### src/rtl/twheel_wake.sv
module twheel_wake #(
  parameter int SLOW_W = 13,
  parameter int FAST_W = 5,
  parameter int SEL_W  = 4,
  parameter int AW     = 2,
  parameter int DW     = 16,
  parameter int SYNC_N = 2
) (
  input  logic          clk,
  input  logic          rst_n,
  input  logic          tick_1k_i,
  input  logic          tick_100k_i,
  input  logic          hib_i,
  input  logic          dbg_halt_i,
  input  logic          reg_we_i,
  input  logic [AW-1:0] reg_addr_i,
  input  logic [DW-1:0] reg_wdata_i,
  output logic [DW-1:0] reg_rdata_o,
  output logic          slow_wake_o,
  output logic          fast_wake_o,
  output logic          slow_irq_o,
  output logic          fast_irq_o,
  output logic          tick_33k_o
);
  localparam logic [AW-1:0] A_CTRL = AW'(0);
  localparam logic [AW-1:0] A_STAT = AW'(1);
  localparam logic [AW-1:0] A_SLOW = AW'(2);
  localparam logic [AW-1:0] A_FAST = AW'(3);
  localparam int SEL_LO = 4;
  localparam int TC_LO  = 8;
  localparam int CTRL_W = TC_LO + FAST_W;
  localparam logic [SEL_W-1:0] MAX_TAP = SEL_W'(SLOW_W - 1);

  logic [SYNC_N:0] s1k, s100k;
  logic r1k, r100k;

  always_ff @(posedge clk or negedge rst_n)
    if (!rst_n) begin
      s1k   <= '0;
      s100k <= '0;
    end else begin
      s1k   <= {s1k[SYNC_N-1:0], tick_1k_i};
      s100k <= {s100k[SYNC_N-1:0], tick_100k_i};
    end

  assign r1k   = s1k[SYNC_N-1]   & ~s1k[SYNC_N];
  assign r100k = s100k[SYNC_N-1] & ~s100k[SYNC_N];

  logic [CTRL_W-1:0] ctrl;
  logic sw_en, si_en, f_en, fi_en;
  logic [SEL_W-1:0]  sel, tap;
  logic [FAST_W-1:0] tc;

  assign sw_en = ctrl[0];
  assign si_en = ctrl[1];
  assign f_en  = ctrl[2];
  assign fi_en = ctrl[3];
  assign sel   = ctrl[SEL_LO +: SEL_W];
  assign tc    = ctrl[TC_LO +: FAST_W];
  assign tap   = (sel > MAX_TAP) ? MAX_TAP : sel;

  logic wr_ctrl, wr_stat, slow_clr;
  assign wr_ctrl  = reg_we_i && (reg_addr_i == A_CTRL);
  assign wr_stat  = reg_we_i && (reg_addr_i == A_STAT);
  assign slow_clr = reg_we_i && (reg_addr_i == A_SLOW);

  always_ff @(posedge clk or negedge rst_n)
    if (!rst_n)       ctrl <= '0;
    else if (wr_ctrl) ctrl <= reg_wdata_i[CTRL_W-1:0];

  logic [SLOW_W-1:0] slow_cnt, slow_nxt;
  logic slow_adv, slow_evt;

  assign slow_nxt = slow_cnt + SLOW_W'(1);
  assign slow_adv = r1k & ~hib_i & ~dbg_halt_i & ~slow_clr;
  assign slow_evt = slow_adv & sw_en & slow_nxt[tap] & ~slow_cnt[tap];

  always_ff @(posedge clk or negedge rst_n)
    if (!rst_n)        slow_cnt <= '0;
    else if (slow_clr) slow_cnt <= '0;
    else if (slow_adv) slow_cnt <= slow_nxt;

  logic [FAST_W-1:0] fast_cnt;
  logic fast_hit, fast_evt;

  assign fast_hit = (fast_cnt == tc);
  assign fast_evt = f_en & r100k & fast_hit;

  always_ff @(posedge clk or negedge rst_n)
    if (!rst_n)     fast_cnt <= '0;
    else if (!f_en) fast_cnt <= '0;
    else if (r100k) fast_cnt <= fast_hit ? '0 : fast_cnt + FAST_W'(1);

  logic [1:0] div3;

  always_ff @(posedge clk or negedge rst_n)
    if (!rst_n) begin
      div3       <= '0;
      tick_33k_o <= 1'b0;
    end else begin
      tick_33k_o <= r100k && (div3 == 2'd2);
      if (r100k) div3 <= (div3 == 2'd2) ? 2'd0 : div3 + 2'd1;
    end

  logic sts_slow, sts_fast;

  always_ff @(posedge clk or negedge rst_n)
    if (!rst_n) begin
      sts_slow    <= 1'b0;
      sts_fast    <= 1'b0;
      slow_wake_o <= 1'b0;
      fast_wake_o <= 1'b0;
    end else begin
      slow_wake_o <= slow_evt;
      fast_wake_o <= fast_evt;
      sts_slow    <= slow_evt | (sts_slow & ~(wr_stat & reg_wdata_i[0]));
      sts_fast    <= fast_evt | (sts_fast & ~(wr_stat & reg_wdata_i[1]));
    end

  assign slow_irq_o = sts_slow & si_en;
  assign fast_irq_o = sts_fast & fi_en;

  always_comb
    case (reg_addr_i)
      A_CTRL:  reg_rdata_o = DW'(ctrl);
      A_STAT:  reg_rdata_o = DW'({sts_fast, sts_slow});
      A_SLOW:  reg_rdata_o = DW'(slow_cnt);
      default: reg_rdata_o = DW'(fast_cnt);
    endcase
endmodule

### config.mk
export PLATFORM = sky130hd
export DESIGN_NAME = twheel_wake
export DESIGN_NICKNAME = d
export VERILOG_FILES = /design/src/rtl/twheel_wake.sv
export SDC_FILE = /design/constraint.sdc
export NUM_CORES = 1
export LEC_CHECK = 0
export ABC_AREA = 0
export BUFFER_PORTS_ARGS = -buffer_cell sky130_fd_sc_hd__buf_2
export CORE_ASPECT_RATIO = 1.4
export CORE_MARGIN = 5
export CORE_UTILIZATION = 45
export CTS_CLUSTER_DIAMETER = 30
export DETAILED_ROUTE_END_ITERATION = 8
export HOLD_SLACK_MARGIN = 0.08
export PLACE_DENSITY_LB_ADDON = 0.3
export SLEW_MARGIN = 20
export SYNTH_ARGS = -nofsm -noshare
export SYNTH_HDL_FRONTEND = slang
export SYNTH_SLANG_ARGS = --single-unit
### constraint.sdc
create_clock -name clk -period 1.5 [get_ports clk]
set_input_delay 0.15 -clock clk [delete_from_list [all_inputs] [get_ports clk]]
set_output_delay 0.15 -clock clk [all_outputs]
set_load 0.005 [all_outputs]
==> impl_metrics.tcl, run 1 <==
set metrics [dict create \
    status "complete, but fails checks" \
    violations "setup timing" \
    wl_per_cell_um 15.9 \
    grt_pass1_vias 2417 \
    yosys_warnings 0 \
    cts_inserted_buffers 5 \
    finalHoldViolCount 0 \
    switching_share_pct 30.1 \
    synth-edff-count 0 \
    syn_to_final_growth_pct 39.4 \
    tightestPinTransition_ps 563 \
    track_usage_pct 19.6 \
    n_antenna_cell 0 \
    nFillCells 423 \
    row_count 32 \
    cts_tree "yes" \
    drv_cap 0 \
    nets 379 \
    drc 0 \
    gp_congestion 0.894 \
    setup_viol 10 \
    drive_gt1_share_pct 41.1 \
    p_int_w 0.00206 \
    power_frac_comb_pct 27.2 \
    num_vias 2294 \
    power_leakage_nw 1.70 \
    drtAntennaViolNets 0 \
    die_w_um 73.3 \
    synth_top_area_cell "dfrtp_1" \
    drt_pass1_iterations 5 \
    ys.flop_type "dfrtp_1" \
    core_sq_mm 0.00549 \
    drt_iter0_drc 87 \
    ys_seq_elements 44 \
    required_ps 1720 \
    grt-ovfl-total 0 \
    root_buffer "clkbuf_8" \
    synthTopCellsByCount "dfrtp_1, nor2_1, nand2_1" \
    grt_max_degree 45 \
    worstSetupPathType "flip-flop to flip-flop" \
    seqPwrFrac_pct 47.6 \
    dieHeight_um 98.6 \
    antenna_found_initial 0 \
    hp-class "primary input to flip-flop" \
    synth_top_area_share_pct 43.7 \
    avgSynthCellArea_sq_um 9.97 \
    cp_data_arrival_time_ps 1950 \
    synth-seq-area-share_pct 43.7 \
    synth_most_common_cell "dfrtp_1" \
    switchingPower_w 0.000884 \
    dieArea_sq_mm 0.00722 \
    slew_headroom_pct 62.5 \
    cts_max_path_buffers 2 \
    multiInputGateArea_sq_mm 0.00141 \
    min_period_ps 1740 \
    timing.final.ws_setup_ps -236 \
    start_util_pct 46.0 \
    worst-path-max-fanout 2 \
    synthDistinctLibCells 50 \
    cts_max_level 2 \
    power.share.clock_pct 25.2 \
    final_max_slew_viol_count 0 \
    final_core_util_pct 64.1 \
    pin_count 46 \
    end_kind "flip-flop" \
    routed_wl_um 6680 \
    fin_crit_sh_pct 116 \
    dp_hpwl_um 4850 \
    skew_ps 5.48 \
    syn_area_sq_mm 0.00252 \
    syn_inst 253 \
    place_area_sq_mm 0.00309 \
    finalInstanceArea_sq_mm 0.00351 \
    avgViaCountPerCell 5.45 \
    async_reset_ff_share_pct 100 \
    powerDensity_mw_per_mm2 836 \
    port_buffers 39 \
    grt_pass1_wl_um 11200 \
    ir_drop_v 0.000896 \
    total_power_w 0.00294 \
    clk_pin_slew_ps 90 \
    rsz0062_at_grt "yes" \
    seq_area_sq_mm 0.00110 \
    insertion_delay_ps 290 \
    max_freq_mhz 576 \
    critPathLaunchType "flip-flop" \
    cts_sinks 44 \
    fin_tns_setup_ps -1220 \
    yosys-top-cells-area "dfrtp_1, mux2_2, xnor2_1" \
]
[cell type report]
type,instances,share of cell area [%]
repair buffers,111,22.9
well taps,68,2.42
flip-flops and latches,44,31.4
multi-input cells,183,40.0
inverters,7,0.748
clock buffers,5,1.96
clock inverters,3,0.534
[power groups by stage]
stage	Sequential [W]	Clock (W)	Combinational (W)
2_1_floorplan	0.00139	0	0.000400
3_3_place_gp	0.00141	0	0.000676
3_5_place_dp	0.00141	0	0.000690
4_1_cts	0.00139	0.000758	0.000736
5_1_grt	0.00142	0.000821	0.000883
6_report	0.00140	0.000741	0.000799
[final timing paths]
path / slack [ps] / start / cells past startpoint / endpoint
max in group asynchronous: 620 / rst_n / 3 / ctrl[5]
max reg2reg: -240 / slow_cnt[1] / 6 / sts_slow
min reg2reg: 360 / s100k[0] / 0 / s100k[1]
min in group asynchronous: 470 / rst_n / 3 / ctrl[0]
max: -240 / slow_cnt[1] / 6 / sts_slow
min: 100 / reg_wdata_i[0] / 2 / ctrl[0]
[kinds of logic (layout without fill, tap and decap cells)]
family	count (synthesis)	in the layout	share of synthesized area (%)
compound gates	43	43	11.6
fa+ha+maj	2	2	0.992
other cells	1	3	0.149
xor+xnor	18	18	6.25
simple gates	90	90	19.3
mux	27	27	12.9
flops	44	44	43.7
buf+inv	28	126	5.16
[critical path: stages (launching register included)]
cell and delay (ps):
dfrtp_1 420, ha_4 280, nand2b_1 50, mux4_2 450, o21bai_1 180, a21oi_1 90, a31oi_1 180
[layout by cell type (no fill, tap or decap), types with 7 or more instances in the layout]
| cell type | n |
|---|---|
| a21oi_1 | 7 |
| buf_4 | 50 |
| mux2i_1 | 9 |
| nor2_1 | 26 |
| dfrtp_1 | 43 |
| dlygate4sd3_1 | 12 |
| xnor2_1 | 11 |
| buf_6 | 8 |
| mux2_2 | 14 |
| nand2_1 | 19 |
| nand3_1 | 9 |
| o21ai_0 | 9 |
| inv_1 | 7 |
| buf_2 | 39 |
[stage by stage]
step	hold WS (ps)	setup WS, ps	cells
4_1_cts	80.9	-220	415
6_report	97.0	-236	421
5_1_grt	86.7	-337	421
3_3_place_gp	258	-137	391
2_1_floorplan	-146	-158	255
3_5_place_dp	262	-206	391
[what timing repair did]
action | 4_1_cts | 5_1_grt
endpoints found under the hold margin | 54 | 1
gates resized for setup | 10 | 19
setup endpoints to repair | 11 | 18
setup buffers | 5 | 5
pin swaps | 4 | 10
hold buffers | 11 | 1
[flip-flops by register name (all words and copies together) (netlist names)]
signal and count:
sts_fast 1, div3 2, ctrl 13, slow_cnt 13
tick_33k_o 1, s1k 3, sts_slow 1, s100k 3
slow_wake_o 1, fast_cnt 5, fast_wake_o 1
[layer usage]
layer / wire length, um / share of wire, % / GRT usage, %
met5: 0 / 0 / 0
met2: 3600 / 54 / 34.3
met1: 2570 / 38 / 23.1
met4: 236 / 3.5 / 9.38
met3: 275 / 4.1 / 2.55
Power figures use the tool's default switching activity.
==> inputs of run 2 (changes only) <==
- CORE_ASPECT_RATIO: 1.4 -> 1.2
- CORE_UTILIZATION: 45 -> 50
==> run 2 against run 1 <==
The flow still finishes with violations (setup timing). Non-clock buffer count is 3 higher. Design area is 1.2% higher. Clock power up 23%. Critical path depth unchanged. Via count grew 2.2%.
==> impl_metrics.tcl, run 2 (synthesis gave the netlist of run 1 again) <==
set metrics [dict create \
    slowest_stage "mux4_2" \
    antenna_found_initial 0 \
    drt_pass1_iterations 6 \
    drv_cap 0 \
    hp-class "primary input to flip-flop" \
    final_max_slew_viol_count 0 \
    final_cell_mix "buf_4, buf_2, dfrtp_1" \
    multiInputGateArea_sq_mm 0.00142 \
    routed_wl_um 7200 \
    drtAntennaViolNets 0 \
    drt_iter0_drc 181 \
    cts_inserted_buffers 5 \
    cts_max_level 2 \
    seqPwrFrac_pct 44.6 \
    num_vias 2344 \
    root_buffer "clkbuf_8" \
    required_ps 1720 \
    fin_tns_setup_ps -1100 \
    final_common_cell "buf_4" \
    die_w_um 74.8 \
    cts_max_path_buffers 2 \
    pin_count 46 \
    violations "setup timing" \
    finalHoldViolCount 0 \
    track_usage_pct 22.9 \
    row_count 28 \
    grt_pass1_vias 2449 \
    avgViaCountPerCell 5.63 \
    grt_max_degree 45 \
    drive_gt1_share_pct 45.8 \
    cp_data_arrival_time_ps 1910 \
    dp_hpwl_um 4900 \
    core_sq_mm 0.00490 \
    cts_tree "yes" \
    grt-ovfl-total 0 \
    switchingPower_w 0.000907 \
    tightestPinTransition_ps 558 \
    critPathLaunchType "flip-flop" \
    power_leakage_nw 1.68 \
    max_stage_delay_ps 480 \
    gp_congestion 0.877 \
    seq_area_sq_mm 0.00111 \
    drc 0 \
    switching_share_pct 28.8 \
    power_frac_comb_pct 26.4 \
    worst-path-max-fanout 2 \
    port_buffers 39 \
    min_period_ps 1690 \
    ir_drop_v 0.000750 \
    end_kind "flip-flop" \
    reg_top3 "ctrl (13), slow_cnt (13), fast_cnt (5)" \
    clk_pin_slew_ps 80 \
    dieHeight_um 87.8 \
    timing.final.ws_setup_ps -188 \
    powerDensity_mw_per_mm2 886 \
    worstSetupPathType "flip-flop to flip-flop" \
    crit_chain "ha_4 > nand2b_1 > mux4_2 > o21bai_4 > a21oi_1 > a31oi_1" \
    fin_crit_sh_pct 113 \
    dieArea_sq_mm 0.00657 \
    status "complete, but fails checks" \
    grt_pass1_wl_um 11400 \
    final_core_util_pct 72.5 \
    holdWs_ps 86.7 \
    start_util_pct 51.4 \
    slew_headroom_pct 62.8 \
    wl_per_cell_um 17.3 \
    p_int_w 0.00225 \
    max_freq_mhz 592 \
    power.share.clock_pct 28.9 \
    n_antenna_cell 0 \
    setup_viol 10 \
    syn_to_final_growth_pct 41.1 \
    insertion_delay_ps 300 \
    cts_sinks 44 \
    nets 382 \
    total_power_w 0.00315 \
    skew_ps 7.92 \
    rsz0062_at_grt "yes" \
    rrSetupSlack_ps -190 \
    nFillCells 357 \
]
[run 2: cell type report]
cell class                 instances  area share (%)
multi-input combinational        183            39.9
sequential                        44            31.2
timing repair buffer             114            22.9
tap                               60            2.11
clock buffer                       5            1.93
clock inverter                     3            1.20
inverter                           7           0.739
[run 2: metal layers]
layer	share of wire, %	wire length [um]	global-route usage (%)	vias up
met2	54	3870	41.0	65
met3	4.2	301	3.56	18
met4	3.1	222	7.61	0
met1	39	2800	27.5	1163
met5	0	0	0	-
li1	-	-	-	1098
[run 2: path summary, 6_finish.rpt]
check | startpoint | to | cells past startpoint
hold reg to reg | s1k[0] | s1k[1] | 0
max in group asynchronous | rst_n | slow_cnt[9] | 3
setup reg to reg | slow_cnt[1] | sts_slow | 6
hold / removal | reg_wdata_i[5] | ctrl[5] | 2
min in group asynchronous | rst_n | s1k[2] | 3
setup / recovery | slow_cnt[1] | sts_slow | 6
[run 2: repair_timing]
action | 4_1_cts | 5_1_grt
resized for setup | 14 | 23
hold buffers | 9 | 0
setup endpoints to repair | 10 | 20
endpoints found under the hold margin | 52 | 0
setup buffers | 7 | 9
pin swaps | 3 | 16
[run 2: power by group through the flow]
stage	sequential (W)	combinational, W	clock [W]
final	0.00141	0.000834	0.000912
after global routing	0.00142	0.000907	0.000976
after CTS	0.00140	0.000747	0.000922
after detailed placement	0.00142	0.000702	0
after global placement	0.00141	0.000688	0
after floorplan	0.00139	0.000400	0
[run 2: critical path: cells and delay by family (launching register included)]
kind	cells	cell delay (ps)
and+or+nand+nor	1	50
DFF	1	430
adders and majority gates	1	280
AOI/OAI and AO/OA	3	370
muxes	1	480
[run 2: through the flow]
step	area, sq um	instances	setup slack (ps)
finish	3560	416	-188
global route	3560	416	-248
CTS	3390	407	-187
detailed placement	3080	383	-184
global placement	3080	383	-137
floorplan	2540	255	-158
==> inputs of run 3 (changes only) <==
- PLACE_DENSITY: unset -> 0.76
- PLACE_DENSITY_LB_ADDON: 0.3 -> unset
==> run 3 against run 2 <==
Sequential share of layout area is 0.87 points higher. The run still ends with setup timing left. Clock power is 14% lower. Non-clock buffer count is 9 lower. Global-route usage is 0.84 points higher. Critical path depth is 3 lower. Utilization is 2.4 points lower.
==> impl_metrics.tcl, run 3 (synthesis gave the netlist of run 1 again) <==
set metrics [dict create \
    cts_tree "yes" \
    hold_depth 2 \
    pin_count 46 \
    start_util_pct 51.4 \
    cp_data_arrival_time_ps 1540 \
    row_count 28 \
    dp_cells 375 \
    reg_top3 "ctrl (13), slow_cnt (13), fast_cnt (5)" \
    final_cell_mix "buf_4, dfrtp_1, buf_2" \
    worstSetupPathType "flip-flop to output port" \
    cts_sinks 44 \
    required_ps 1350 \
    crit_chain "buf_4 > mux4_2 > buf_2" \
    skew_ps 8.25 \
    num_vias 2350 \
    n_antenna_cell 0 \
    dp_hpwl_um 4860 \
    dieArea_sq_mm 0.00657 \
    cts_inserted_buffers 5 \
    grt_max_degree 31 \
    hp-class "primary input to flip-flop" \
    avgViaCountPerCell 5.77 \
    status "complete, but fails checks" \
    nets 373 \
    min_period_ps 1690 \
    multiInputGateArea_sq_mm 0.00138 \
    fin_cells 407 \
    syn_to_final_growth_pct 36.5 \
    timing.rr.end "slow_wake_o" \
    max_stage_delay_ps 490 \
    final_max_slew_viol_count 0 \
    dieHeight_um 87.8 \
    cts_max_level 2 \
    hp-start "reg_wdata_i[8]" \
    critPathLaunchType "flip-flop" \
    wl_per_cell_um 18.3 \
    rsz0062_at_grt "yes" \
    drc 0 \
    grt-ovfl-total 0 \
    powerDensity_mw_per_mm2 867 \
    fin_crit_sh_pct 113 \
    r2r_cells 6 \
    drive_gt1_share_pct 38.9 \
    cts_max_path_buffers 2 \
    die_w_um 74.8 \
    drv_cap 0 \
    grt_pass1_vias 2379 \
    grt_pass1_wl_um 11600 \
    setup_viol 12 \
    violations "setup timing" \
    drt_iter0_drc 254 \
    max_freq_mhz 590 \
    rrSetupSlack_ps -160 \
    slowest_stage "mux4_2" \
    final_common_cell "buf_4" \
    ir_drop_v 0.000649 \
    worst-path-max-fanout 4 \
    antenna_found_initial 0 \
    power_leakage_nw 1.66 \
    end_kind "output port" \
    dp_slack_ps -179 \
    seq_area_sq_mm 0.00110 \
    root_buffer "clkbuf_8" \
    whs_endpoint "ctrl[8]" \
    timing.final.ws_setup_ps -194 \
    nFillCells 340 \
    core_sq_mm 0.00490 \
    routed_wl_um 7440 \
    drt_pass1_iterations 4 \
    finalHoldViolCount 0 \
    port_buffers 39 \
    insertion_delay_ps 300 \
    drtAntennaViolNets 0 \
    gp_congestion 0.891 \
    reg2reg_from "slow_cnt[1]" \
    clk_pin_slew_ps 80 \
    track_usage_pct 23.7 \
]
## run 3: cell types whose count changed in the layout (fill, tap and decap cells not counted), moves of 3 or more
cell and change:
mux2i_1 +3, mux2i_2 -3, dfrtp_2 -5, dfrtp_1 +5, buf_4 -9
## run 3: final cells by class
cell class	instances	area share, %
inverters	7	0.764
flip-flops and latches	44	32.0
multi-input cells	183	40.2
well taps	60	2.18
clock buffers	7	2.51
repair buffers	105	22.1
clock inverters	1	0.218
## run 3: metal layers
metal  share of wire, %  GRT usage [%]
met5                  0              0
met4                5.2           12.3
met3                5.1           4.36
met2                 52           41.4
met1                 38           27.0
## run 3: worst max-delay path, delay by kind of cell, from the launching register on
kind | cells | cell delay (ps)
mux | 1 | 490
buf+inv | 2 | 320
flops | 1 | 430
## run 3: worst max-delay path by stage
| stage | start | end | cells past startpoint |
|---|---|---|---|
| floorplan | slow_cnt[0] | sts_slow | 6 |
| global placement | slow_cnt[0] | sts_slow | 6 |
| detailed placement | slow_cnt[1] | sts_slow | 6 |
| CTS | slow_cnt[1] | sts_slow | 6 |
| global route | slow_cnt[1] | slow_wake_o | 7 |
| finish | fast_cnt[1] | reg_rdata_o[1] | 3 |
## run 3: what timing repair did
action                                 in CTS  in global routing
hold buffers                               10                  1
endpoints found under the hold margin      23                  1
pin swaps                                   4                  4
setup endpoints to repair                  10                 17
resized for setup                          10                 14
buffers inserted                           10                  3
## run 3: through the flow
| step | TNS [ps] | total power [W] | hold WS [ps] | util, % | area [sq um] |
|---|---|---|---|---|---|
| after floorplan | -340 | 0.00179 | -146 | - | 2540 |
| after detailed placement | -354 | 0.00209 | 92.6 | 61.7 | 3030 |
| after global placement | -235 | 0.00207 | 94.1 | 61.7 | 3030 |
| final | -1240 | 0.00298 | 88.0 | 70.2 | 3440 |
| after CTS | -1100 | 0.00292 | 82.7 | 68.2 | 3340 |
| after global routing | -1860 | 0.00314 | 79.9 | 70.2 | 3440 |
## run 3: power by group
part	internal [W]	switching, W
Clock	0.000374	0.000410
Combinational	0.000423	0.000365
Sequential	0.00130	0.000114
